### config.mk
export PLATFORM = sky130hd
export DESIGN_NAME = burst_colgen
export DESIGN_NICKNAME = d
export VERILOG_FILES = /design/src/rtl/bcg_pkg.sv /design/src/rtl/bcg_len_decode.sv /design/src/rtl/bcg_addr_order.sv /design/src/rtl/burst_colgen.sv
export SDC_FILE = /design/constraint.sdc
export NUM_CORES = 1
export LEC_CHECK = 0
export BUFFER_PORTS_ARGS = -buffer_cell sky130_fd_sc_hd__buf_2
export CAP_MARGIN = 20
export CORE_MARGIN = 1
export CORE_UTILIZATION = 45
export CTS_CLUSTER_SIZE = 30
export DETAILED_ROUTE_END_ITERATION = 12
export GPL_ROUTABILITY_DRIVEN = 0
export PLACE_DENSITY_LB_ADDON = 0.12
export RECOVER_POWER = 50
export SYNTH_ARGS = -nofsm -noshare
export SYNTH_HDL_FRONTEND = slang
export SYNTH_SLANG_ARGS = --single-unit
export TNS_END_PERCENT = 50
### constraint.sdc
create_clock -name clk -period 2.5 [get_ports clk]
set_input_delay 0.125 -clock clk [delete_from_list [all_inputs] [get_ports clk]]
set_output_delay 0.125 -clock clk [all_outputs]
set_load 0.01 [all_outputs]
### src/rtl/bcg_pkg.sv
package bcg_pkg;
    localparam int COL_W_DEF = 8;

    localparam logic [2:0] LEN_1    = 3'b000;
    localparam logic [2:0] LEN_2    = 3'b001;
    localparam logic [2:0] LEN_4    = 3'b010;
    localparam logic [2:0] LEN_8    = 3'b011;
    localparam logic [2:0] LEN_FULL = 3'b111;
endpackage

### src/rtl/bcg_len_decode.sv
module bcg_len_decode #(
    parameter int COL_W = bcg_pkg::COL_W_DEF
) (
    input  logic [2:0]       code_i,
    input  logic             ilv_i,
    output logic [COL_W-1:0] mask_o,
    output logic             full_o,
    output logic             bad_o
);
    localparam logic [COL_W-1:0] ALL_ONES = '1;

    always_comb begin
        mask_o = '0;
        full_o = 1'b0;
        bad_o  = 1'b0;
        case (code_i)
            bcg_pkg::LEN_1,
            bcg_pkg::LEN_2,
            bcg_pkg::LEN_4,
            bcg_pkg::LEN_8: begin
                mask_o = COL_W'((32'd1 << code_i[1:0]) - 32'd1);
            end
            bcg_pkg::LEN_FULL: begin
                mask_o = ALL_ONES;
                full_o = 1'b1;
                bad_o  = ilv_i;
            end
            default: begin
                bad_o = 1'b1;
            end
        endcase
    end
endmodule

### src/rtl/bcg_addr_order.sv
module bcg_addr_order #(
    parameter int COL_W = bcg_pkg::COL_W_DEF
) (
    input  logic [COL_W-1:0] base_i,
    input  logic [COL_W-1:0] beat_i,
    input  logic [COL_W-1:0] mask_i,
    input  logic             ilv_i,
    output logic [COL_W-1:0] col_o
);
    logic [COL_W-1:0] offs;

    always_comb begin
        if (ilv_i) begin
            offs = base_i ^ beat_i;
        end else begin
            offs = base_i + beat_i;
        end
    end

    for (genvar b = 0; b < COL_W; b++) begin : g_bit
        assign col_o[b] = mask_i[b] ? offs[b] : base_i[b];
    end
endmodule

### src/rtl/burst_colgen.sv
module burst_colgen #(
    parameter int COL_W = bcg_pkg::COL_W_DEF
) (
    input  logic             clk,
    input  logic             rst_n,
    input  logic             start_i,
    input  logic [COL_W-1:0] start_col_i,
    input  logic [2:0]       len_code_i,
    input  logic             ilv_i,
    input  logic             stop_i,
    input  logic             term_i,
    output logic [COL_W-1:0] col_o,
    output logic             valid_o,
    output logic             last_o,
    output logic             err_o
);
    typedef struct packed {
        logic             active;
        logic             full;
        logic             ilv;
        logic             err;
        logic [COL_W-1:0] base;
        logic [COL_W-1:0] beat;
        logic [COL_W-1:0] mask;
    } state_t;

    state_t st_d, st_q;

    logic [COL_W-1:0] dec_mask;
    logic             dec_full;
    logic             dec_bad;
    logic             at_end;

    bcg_len_decode #(.COL_W(COL_W)) u_dec (
        .code_i (len_code_i),
        .ilv_i  (ilv_i),
        .mask_o (dec_mask),
        .full_o (dec_full),
        .bad_o  (dec_bad)
    );

    bcg_addr_order #(.COL_W(COL_W)) u_ord (
        .base_i (st_q.base),
        .beat_i (st_q.beat),
        .mask_i (st_q.mask),
        .ilv_i  (st_q.ilv),
        .col_o  (col_o)
    );

    assign at_end = st_q.active && !st_q.full && (st_q.beat == st_q.mask);

    always_comb begin
        st_d     = st_q;
        st_d.err = 1'b0;
        if (start_i) begin
            st_d.beat = '0;
            if (dec_bad) begin
                st_d.active = 1'b0;
                st_d.err    = 1'b1;
            end else begin
                st_d.active = 1'b1;
                st_d.base   = start_col_i;
                st_d.mask   = dec_mask;
                st_d.full   = dec_full;
                st_d.ilv    = ilv_i;
            end
        end else if (st_q.active) begin
            if (stop_i || term_i || at_end) begin
                st_d.active = 1'b0;
            end else begin
                st_d.beat = st_q.beat + 1'b1;
            end
        end
    end

    always_ff @(posedge clk or negedge rst_n) begin
        if (!rst_n) begin
            st_q <= '0;
        end else begin
            st_q <= st_d;
        end
    end

    assign valid_o = st_q.active;
    assign last_o  = at_end;
    assign err_o   = st_q.err;
endmodule

**Yosys cells after proc, flatten, opt, wreduce, memory -nomap -nowiden**

Cells that the tools add are included.

- Register bits: 28
- Bits in latches: 0
- Memory bits (writable): 0
- Memory bits (read-only): 0
- Output and inout bits: 11
- Logic and storage cells: 51
- Memories: 0

- Add/sub/neg operators: 3
- Multipliers: 0
- Divide/modulo/power cells: 0
- Order comparisons: 0
- Eq/ne operators: 6
- Shift-type cells: 1
- Multiplexer cells: 22
- Bitwise logic cells: 2
- Reductions and logical operators: 10

Operators by type and width:

| kind | count |
|---|---|
| 8-bit 2-to-1 mux | 5 |
| 8-bit case mux with 2 select lines | 1 |
| 1-bit 2-to-1 mux | 14 |
| 9-bit 2-to-1 mux | 1 |
| 8-bit by 1-bit adder with 8-bit output, second input constant | 1 |
| 8-bit adder | 1 |
| 8-bit == test | 1 |
| 1-bit by 2-bit left shift with 8-bit output, first input constant | 1 |
| 8-bit by 1-bit subtractor with 8-bit output, second input constant | 1 |
| 8-bit bitwise XOR | 1 |
| 3-bit by 2-bit == test with 1-bit output, second input constant | 2 |
| 2-bit AND reduction | 2 |
| 4-bit OR reduction | 1 |
| 3-bit by 1-bit == test with 1-bit output, second input constant | 1 |
| 3-bit == test, second input constant | 1 |
| 3-bit logical NOT | 1 |
| 1-bit logical AND | 2 |
| 1-bit logical OR | 2 |
| 2-bit inequality test, second input constant | 1 |
| 1-bit case mux with 2 select lines | 1 |
| 2-bit nonzero test | 1 |
| 1-bit logical NOT | 1 |
| 1-bit inverter | 1 |

**Logic depth before layout (Yosys ltp)**

- Depth in word-level cells: 7
- Gate-level depth with buffers: 8
- Depth with buffers taken out: 8

**Modules after synthesis**

From an unflattened synthesis, not the netlist that was laid out.

- Cell total of the unflattened synthesis: 173
- Area total of the unflattened synthesis: 1,770.4 um2

Modules (own cells, without submodules):

| module | instances | cells an instance | area each (um2) |
|---|---|---|---|
| burst_colgen | 1 | 100 | 1,268.7 |
| bcg_addr_order | 1 | 61 | 416.6 |
| bcg_len_decode | 1 | 12 | 85.1 |

**Worst setup path before layout**

Ideal clock, no wire load.

- Path kind: register to output
- Start: register st_q[14] (netlist name)
- End: output col_o[7]
- Arrival: 1.757 ns
- Path slack: 0.618 ns
- Cell stages (with the launch flop): 7
- Cells stage by stage: dfrtp_1 ha_1 a2111oi_0 o21ai_0 nand2_1 mux2i_1 xor2_1

- Longest elaborated chain between the ends: 3

Ends and longest elaborated chain:

| item | RTL line | text |
|---|---|---|
| from (decl) | burst_colgen.sv:27 | `state_t st_d, st_q;` |
| from (signal assigned) | burst_colgen.sv:80 | `st_q <= st_d;` |
| 8-bit adder | bcg_addr_order.sv:16 | `offs = base_i + beat_i;` |
| 8-bit 2-to-1 mux | bcg_addr_order.sv:13 | `if (ilv_i) begin` |
| 1-bit 2-to-1 mux | bcg_addr_order.sv:21 | `assign col_o[b] = mask_i[b] ? offs[b] : base_i[b];` |
| to (decl) | burst_colgen.sv:12 | `output logic [COL_W-1:0] col_o,` |

Every way passes these cells.

**Worst setup path after layout**

Ends and elaborated chain as after synthesis.

==> flow_metrics.py <==
metrics = {
    "logic_synthesis": {
        "synthArstFlopShare_pct": 100,
        "syn_nets": 188,
        "netlist_top_cells_count": "dfrtp_1, nand2_1, nor2_1",
        "synth-seq-cells": 24,
        "synth-edff-count": 0,
        "ys.flop_type": "dfrtp_1",
        "synthTopCellsByArea": "dfrtp_1, mux2_2, ha_1",
        "syn_area_sq_um": 1520,
        "ys_warn_count": 0,
        "seq_area_frac_synth_pct": 39.5,
        "ys_types": 37,
        "yosysMostFrequentCell": "dfrtp_1",
        "yosysTopAreaCell": "dfrtp_1",
        "synthCells": 162,
        "synth_top_cell_area_share_pct": 39.5,
        "synth.avg_cell_area_sq_um": 9.38,
    },
    "timing": {
        "slew_headroom_pct": 11.0,
        "timing.final.crit_share_pct": 93.9,
        "max_freq_mhz": 426,
        "finalHoldViolCount": 0,
        "tightest_slew_ns": 1.33,
        "setup_viol_count_final": 0,
        "rsz0062_at_grt": "false",
        "fin_skew_ns": 0.00866,
        "holdWs_ns": 0.0179,
        "setup_ws_ns": 0.151,
        "drv_slew": 0,
        "fin_setup_tns_ns": 0,
        "period_minus_slack_ns": 2.35,
    },
    "floorplan": {
        "die_h_um": 60.1,
        "initial_utilization_pct": 48.6,
        "core_sq_um": 3130,
        "num_rows": 20,
        "io_pins": 28,
        "die_w_um": 60.1,
        "fp.dieArea_sq_um": 3610,
    },
    "min_path": {
        "min-delay-start": "start_col_i[1]",
        "min_path_type": "input port to flip-flop",
        "min_path_cells": 2,
        "min_to": "st_q[17]",
    },
    "place": {
        "dp_hpwl_um": 2350,
        "portBuffers": 27,
        "pre_cts_ws_ns": 0.409,
    },
    "clock_tree": {
        "cts_tree": "built",
        "root_buffer": "clkbuf_4",
        "cts_buffers": 3,
        "clockBufferDepth": 2,
        "cts.sinks": 24,
        "clk_latency_ns": 0.32,
        "htreeDepth": 1,
        "clk_pin_slew_ns": 0.15,
    },
    "worst_setup_path": {
        "start_kind": "flip-flop",
        "ff2ff_path_depth": 5,
        "critPathKind": "flip-flop to output port",
        "crit_arrival_ns": 2.22,
        "cp-end-kind": "output port",
        "reg2reg_slack_ns": 0.73,
        "cp_max_fo": 7,
        "required_ns": 2.38,
        "regToRegEndpoint": "st_q[13]",
        "r2r_start": "st_q[5]",
    },
    "global_routing": {
        "grt_pass1_vias": 1163,
        "antenna_found_initial": 0,
        "overflow": 0,
        "globalRouteTotalUtil_pct": 18.9,
        "grt_pass1_wl_um": 5110,
        "grt_start_max_net_pins": 25,
    },
    "power": {
        "pwr-share-seq_pct": 47.2,
        "switching_share_pct": 29.2,
        "pwr-share-comb_pct": 23.1,
        "clkPwrFrac_pct": 29.6,
        "p_leak_nw": 0.784,
        "ir_drop_mv": 0.258,
        "p_per_area_nw_per_um2": 547,
        "p_int_mw": 0.691,
        "switchingPower_mw": 0.286,
    },
    "finish": {
        "nets": 218,
        "seq_area_sq_um": 604,
        "antenna-diode-count": 0,
        "drive_above_1_share_pct": 26.2,
        "fillCellCount": 290,
        "fin_util_pct": 57.1,
        "multi_input_area_sq_um": 897,
        "area_delta_synth_final_pct": 17.5,
    },
    "drt": {
        "wl_met2_um": 1550,
        "routed_wl_um": 3130,
        "drt_iter0_markers": 69,
        "drc": 0,
        "wl_met1_um": 1460,
        "num_vias": 1262,
        "post_drt_via_cell_ratio": 5.37,
        "ant_nets": 0,
        "dr.max_layer_used": "met4",
        "post_drt_wl_per_cell_um": 13.3,
        "dr.pass1.iters": 4,
        "met3_length_um": 74,
    },
    "outcome": {
        "status": "finished, final reports clean",
    },
    "job": {
        "cap_viol_max_count": 0,
    },
}
==> per-stage QoR <==
stage	power [mW]	instances	instance area, sq um
global placement	0.684	229	1700
floorplan	0.610	162	1520
CTS	0.981	234	1760
detailed placement	0.691	229	1700
finish	0.977	235	1790
global route	1.03	235	1790
==> layout by cell type, fill, tap and decap left out, types with 4 or more instances in the layout <==
master	count
buf_2	23
dfrtp_1	21
nand2_1	17
nor2_1	16
o21ai_0	15
mux2_2	10
xnor2_1	9
inv_1	8
a21oi_1	8
ha_1	6
nor3_1	4
xor2_1	4
clkbuf_1	4
==> repair_timing <==
| item | CTS | global route |
|---|---|---|
| hold buffers | 1 | 0 |
| buffers inserted | 0 | 1 |
| resized for setup | 0 | 11 |
| endpoints found under the hold margin | 24 | 0 |
| setup endpoints to repair | 0 | 4 |
==> layer usage <==
layer,vias to the layer above,track usage (%)
met3,6,1.95
met4,0,6.31
met1,600,24.7
li1,630,-
met2,26,32.5
met5,-,0
==> power by group through the flow <==
stage | registers [mW] | logic (mW) | clock network [mW]
final | 0.461 | 0.226 | 0.289
after detailed placement | 0.469 | 0.222 | 0
after CTS | 0.461 | 0.224 | 0.296
after floorplan | 0.453 | 0.157 | 0
after global routing | 0.468 | 0.254 | 0.306
after global placement | 0.467 | 0.217 | 0
==> cells by family after synthesis <==
| family | after synthesis | synth area share (%) |
|---|---|---|
| and+or+nand+nor | 56 | 18.8 |
| AOI/OAI and AO/OA | 36 | 14.6 |
| DFF | 24 | 39.5 |
| xor gates and xnor gates | 13 | 7.49 |
| buffers and inverters | 12 | 2.96 |
| muxes | 12 | 8.72 |
| adders and majority gates | 9 | 7.90 |
==> registers in the layout, indices dropped and copies added, names as in the netlist <==
| register | flops |
|---|---|
| err_o | 1 |
| valid_o | 1 |
| st_q | 22 |
==> critical path, cell delays in order (launching register included) <==
cell and delay [ns]:
dfrtp_1 0.42, ha_2 0.35, a2111oi_2 0.42, nor4_1 0.08
nand2_1 0.12, mux2i_1 0.22, xor2_1 0.16, buf_2 0.14
==> area by class of cell <==
class                           count  area share [%]
Clock buffer                        3            1.26
Clock inverter                      1            1.68
Inverter                            8            1.68
Multi-Input combinational cell    126            50.2
Sequential cell                    24            33.8
Tap cell                           44            3.08
Timing Repair Buffer               29            8.26
==> how the worst max path moves through the flow <==
stage          startpoint  endpoint  slack, ns  cells after the start
5_1_grt          st_q[14]  col_o[7]       0.01                      7
2_1_floorplan    st_q[14]  col_o[7]       0.62                      6
3_3_place_gp     st_q[14]  col_o[7]       0.42                      7
6_report         st_q[14]  col_o[7]       0.15                      7
3_5_place_dp     st_q[14]  col_o[7]       0.41                      7
4_1_cts          st_q[14]  col_o[7]       0.02                      7
No activity file was read; power rests on OpenSTA's default activity.
